`config.mk`:
```
export PLATFORM = sky130hd
export DESIGN_NAME = rom_bank_mapper
export DESIGN_NICKNAME = d
export VERILOG_FILES = /design/src/rtl/rbm_pkg.sv /design/src/rtl/rbm_decode.sv /design/src/rtl/rbm_bank_reg.sv /design/src/rtl/rbm_compose.sv /design/src/rtl/rom_bank_mapper.sv
export SDC_FILE = /design/constraint.sdc
export NUM_CORES = 1
export LEC_CHECK = 0
export BUFFER_PORTS_ARGS = -buffer_cell sky130_fd_sc_hd__buf_4
export CAP_MARGIN = 20
export CORE_AREA = 4 4 41 43
export DETAILED_ROUTE_END_ITERATION = 8
export DIE_AREA = 0 0 45 47
export MAX_ROUTING_LAYER = met4
export PLACE_DENSITY = 0.68
export SLEW_MARGIN = 40
export SYNTH_ARGS = -nofsm -noshare
export SYNTH_HDL_FRONTEND = slang
export SYNTH_SLANG_ARGS = --single-unit
export TNS_END_PERCENT = 30
```
`constraint.sdc`:
```
create_clock -name clk -period 1.2 [get_ports clk]
set_clock_uncertainty 0.15 [all_clocks]
set_input_delay 0.12 -clock clk [delete_from_list [all_inputs] [get_ports clk]]
set_output_delay 0.12 -clock clk [all_outputs]
set_load 0.02 [all_outputs]
```
`src/rtl/rbm_pkg.sv`:
```
package rbm_pkg;
  typedef enum logic [1:0] {
    RGN_FIXED  = 2'd0,
    RGN_WINDOW = 2'd1,
    RGN_OUTSIDE = 2'd2
  } region_e;
endpackage

```
`src/rtl/rbm_decode.sv`:
```
module rbm_decode
  import rbm_pkg::*;
#(
  parameter int ADDR_W = 21,
  parameter int OFF_W  = 19,
  parameter int BANK_W = 2,
  parameter logic [ADDR_W-1:0] TRIG_BASE = 21'h001FF0
) (
  input  logic [ADDR_W-1:0] addr,
  output region_e           region,
  output logic              trig_hit,
  output logic [BANK_W-1:0] trig_idx
);
  localparam int SLOTS = 1 << BANK_W;

  logic [SLOTS-1:0] slot_hit;

  // one comparator per trigger address
  for (genvar g = 0; g < SLOTS; g++) begin : g_slot
    localparam logic [ADDR_W-1:0] SLOT_ADDR = TRIG_BASE + ADDR_W'(g);
    assign slot_hit[g] = (addr == SLOT_ADDR);
  end

  always_comb begin
    trig_idx = '0;
    for (int i = 0; i < SLOTS; i++) begin
      if (slot_hit[i]) trig_idx = BANK_W'(i);
    end
  end

  assign trig_hit = |slot_hit;

  always_comb begin
    if (addr[ADDR_W-1])   region = RGN_OUTSIDE;
    else if (addr[OFF_W]) region = RGN_WINDOW;
    else                  region = RGN_FIXED;
  end
endmodule

```
`src/rtl/rbm_bank_reg.sv`:
```
module rbm_bank_reg #(
  parameter int BANK_W = 2
) (
  input  logic              clk,
  input  logic              rst_n,
  input  logic              load,
  input  logic [BANK_W-1:0] d,
  output logic [BANK_W-1:0] q
);
  always_ff @(posedge clk or negedge rst_n) begin
    if (!rst_n)    q <= '0;
    else if (load) q <= d;
  end
endmodule

```
`src/rtl/rbm_compose.sv`:
```
module rbm_compose
  import rbm_pkg::*;
#(
  parameter int OFF_W  = 19,
  parameter int BANK_W = 2
) (
  input  logic                    req,
  input  region_e                 region,
  input  logic [BANK_W-1:0]       bank,
  input  logic [OFF_W-1:0]        offset,
  output logic [OFF_W+BANK_W-1:0] rom_addr,
  output logic                    rom_ce_n
);
  always_comb begin
    unique case (region)
      RGN_WINDOW: rom_addr = {bank, offset};
      default:    rom_addr = {{BANK_W{1'b0}}, offset};
    endcase
    rom_ce_n = !(req && (region != RGN_OUTSIDE));
  end
endmodule

```
`src/rtl/rom_bank_mapper.sv`:
```
module rom_bank_mapper
  import rbm_pkg::*;
#(
  parameter int ADDR_W = 21,
  parameter int OFF_W  = 19,
  parameter int BANK_W = 2,
  parameter logic [ADDR_W-1:0] TRIG_BASE = 21'h001FF0,
  localparam int ROM_AW = OFF_W + BANK_W
) (
  input  logic              clk,
  input  logic              rst_n,
  input  logic              cpu_req,
  input  logic              cpu_we,
  input  logic [ADDR_W-1:0] cpu_addr,
  output logic [ROM_AW-1:0] rom_addr,
  output logic              rom_ce_n
);
  region_e           region;
  logic              trig_hit;
  logic [BANK_W-1:0] trig_idx;
  logic [BANK_W-1:0] bank_q;
  logic              bank_load;

  rbm_decode #(
    .ADDR_W(ADDR_W), .OFF_W(OFF_W), .BANK_W(BANK_W), .TRIG_BASE(TRIG_BASE)
  ) dec_i (
    .addr(cpu_addr), .region(region), .trig_hit(trig_hit), .trig_idx(trig_idx)
  );

  assign bank_load = cpu_req && cpu_we && trig_hit;

  rbm_bank_reg #(.BANK_W(BANK_W)) bank_i (
    .clk(clk), .rst_n(rst_n), .load(bank_load), .d(trig_idx), .q(bank_q)
  );

  rbm_compose #(.OFF_W(OFF_W), .BANK_W(BANK_W)) comp_i (
    .req(cpu_req), .region(region), .bank(bank_q),
    .offset(cpu_addr[OFF_W-1:0]), .rom_addr(rom_addr), .rom_ce_n(rom_ce_n)
  );
endmodule

```
==> flow_summary.yaml <==
status:
  outcome: "complete, no violations"
placement:
  dp_hpwl_um: 848.6
  placed_instance_area_um2: 578.1
  placement.io_buffers: 46
  dpl_worst_slack_ps: -128.6
  gp_routability_congestion: 0.6066
setup_path:
  required_ps: 930
  crit_path_end_kind: "output port"
  crit_family: "flip-flops"
  critical_path.slowest_cell: "sky130_fd_sc_hd__dfrtp_1"
  setup.worst_path.class: "flip-flop to output port"
  crit_arrival_ps: 910
  critical_path.cell_chain: "and3b_1, buf_4"
  crit_buf_inv: 1
  slowest_delay_ps: 360
  timing.critical_path.fanout_max: 2
  crit_path_start_kind: "flip-flop"
  timing.reg2reg.setup_slack_ps: 270
global_route:
  grt_pass1_wl_um: 1462
  first_global_vias: 385
  grtUsageTotal_pct: 10.28
  total_global_routing_overflow: 0
  number_of_antenna_violations_at_the_first_check_in_global_routing: 0
  grt_max_degree: 3
yosys:
  synth.largest_area_cell: "sky130_fd_sc_hd__buf_4"
  syn_area_per_cell_um2: 9.752
  synth_area_um2: 331.6
  mappedNetlistNets: 59
  netlist_instances: 34
  yosysWarningCount: 0
  post_synth_main_area_contributors: "sky130_fd_sc_hd__buf_4 43%, sky130_fd_sc_hd__dfrtp_1 15%, sky130_fd_sc_hd__nor4b_4 7.2%"
  synth.top_cell.area_share_pct: 43.02
  synth_cell_types: 12
  synth.ff_latch_count: 2
  proportion_of_synthesized_chip_area_in_sequential_cells_pct: 15.09
route:
  tritonroute_pass_1_iters: 3
  antenna_left: 0
  route.detailed.drc: 0
  post_drt_via_cell_ratio: 4.259
  postRouteWirelength_um: 961
  drt-wirelength-per-cell_um: 11.31
  vias: 362
  drc_marker_count_from_the_first_detailed_route_iteration: 1
pwr:
  p_per_area_mw_per_mm2: 667.8
  finalPower_mw: 0.4236
  power.leakage_nw: 0.3541
  max-vdd-ir-drop_mv: 0.5891
floorplan:
  die_h_um: 47
  chipWidth_um: 45
  die_area_mm2: 0.002115
  std_cell_rows: 13
  placeable_core_region_mm2: 0.001301
  floorplan.initialDensity_pct: 25.48
  ioPinCount: 47
clock_network:
  ctsLongestPathBuffers: 2
  tritoncts.num_buffers: 3
  worst_skew_pair.late_latency_ps: 230
  clock-sinks: 2
  clk_pin_slew_ps: 30
  tritoncts: "done"
  cts-htree-levels: 1
  cts.root.buffer_cell: "sky130_fd_sc_hd__clkbuf_4"
timing:
  max_freq_mhz: 845.8
  setup_viol_count_final: 0
  layout_min_cycle_time_ps: 1182
  max-slew-margin-rel_pct: 83.11
  tightestPinTransition_ps: 251.5
  report.final.slew_viol_count: 0
  post-route-worst-setup-slack_ps: 17.70
  finalHoldViolations: 0
  share_of_the_clock_period_used_by_the_worst_path_after_layout_pct: 98.53
  grt_setup_unrepaired: "true"
cells_and_area:
  fin_util_pct: 48.75
  largest_reg_flops: 2
  largestRegisters: "bank_i.q: 2 flops"
  syn2layout_area_growth_pct: 91.32
  stdcell_area_um2: 634.4
  antennaDiodeCount: 0
  design.final.nets: 97
  drive_above_1_share_pct: 81.43
  top_register: "bank_i.q"
min_path:
  hold_crit_class: "primary input to async pin"
run:
  max_cap_violations: 0
[path summary, 6_finish.rpt]
kind / depth (start not counted) / endpoint / start
worst min register to register: 1 / bank_i.q[0] / bank_i.q[0]
worst max-delay path: 2 / rom_addr[19] / bank_i.q[0]
worst max register to register: 1 / bank_i.q[1] / bank_i.q[1]
worst min-delay path: 2 / bank_i.q[1] / rst_n
max in group asynchronous: 2 / bank_i.q[0] / rst_n
min in group clk: 4 / bank_i.q[1] / cpu_addr[15]
[metrics by stage]
| stage | std cells | hold WS (ps) | setup TNS, ps |
|---|---|---|---|
| after floorplan | 34 | -325.6 | 0 |
| after global placement | 79 | -245.6 | -197.6 |
| after detailed placement | 79 | -245.5 | -255.4 |
| after CTS | 85 | 56.48 | 0 |
| after global routing | 85 | 75.97 | -18.27 |
| final | 85 | 68.67 | 0 |
[cell usage after synthesis]
cell / number
sky130_fd_sc_hd__buf_4: 19
sky130_fd_sc_hd__and3b_1: 2
sky130_fd_sc_hd__dfrtp_1: 2
sky130_fd_sc_hd__mux2_1: 2
sky130_fd_sc_hd__nand4_1: 2
sky130_fd_sc_hd__nand2b_1: 1
sky130_fd_sc_hd__nand2b_4: 1
sky130_fd_sc_hd__nand4_2: 1
sky130_fd_sc_hd__nor2_1: 1
sky130_fd_sc_hd__nor3_1: 1
sky130_fd_sc_hd__nor4_4: 1
sky130_fd_sc_hd__nor4b_4: 1
[layout by cell type (no fill, tap or decap), drive strengths merged]
cell type     n
nor2          1
nor4b         1
nor4          1
dlygate4sd3   3
mux2          2
nand2b        2
buf          49
clkbuf        3
and3b         2
dfrtp         2
nand4         3
nor3          1
[cell type report]
cell class                      count  area [um2]
Clock buffer                        3       22.52
Fill cell                         125       666.9
Multi-Input combinational cell     13       141.4
Sequential cell                     2       50.05
Tap cell                           15       18.77
Timing Repair Buffer               52       401.6
[routing by layer]
layer  global-route usage (%)  up-vias  part of all wire [%]
met1                    8.636      156                    30
met3                    1.916        2                    15
met2                    18.36       32                    54
met5                        -        -                     0
li1                         -      172                     -
met4                    10.53        0                   1.9
[cell families after synthesis]
kind of cell	synth area share, %
buffers and inverters	43.02
flip-flops	15.09
multiplexers	6.792
AND/OR/NAND/NOR	35.09
[repair_timing]
| action | in CTS | in global routing |
|---|---|---|
| endpoints found under the setup margin | 1 | 1 |
| resized for setup | 1 | 0 |
| pin swaps | 0 | 1 |
| hold buffers | 3 | 0 |
| hold endpoints to repair | 4 | 0 |
| buffers inserted | 0 | 0 |
[report_power, final]
part           internal [mW]  switching [mW]
logic                  0.114          0.0902
clock network          0.111          0.0411
registers             0.0680     0.000000884
(Power assumes the default switching activity.)
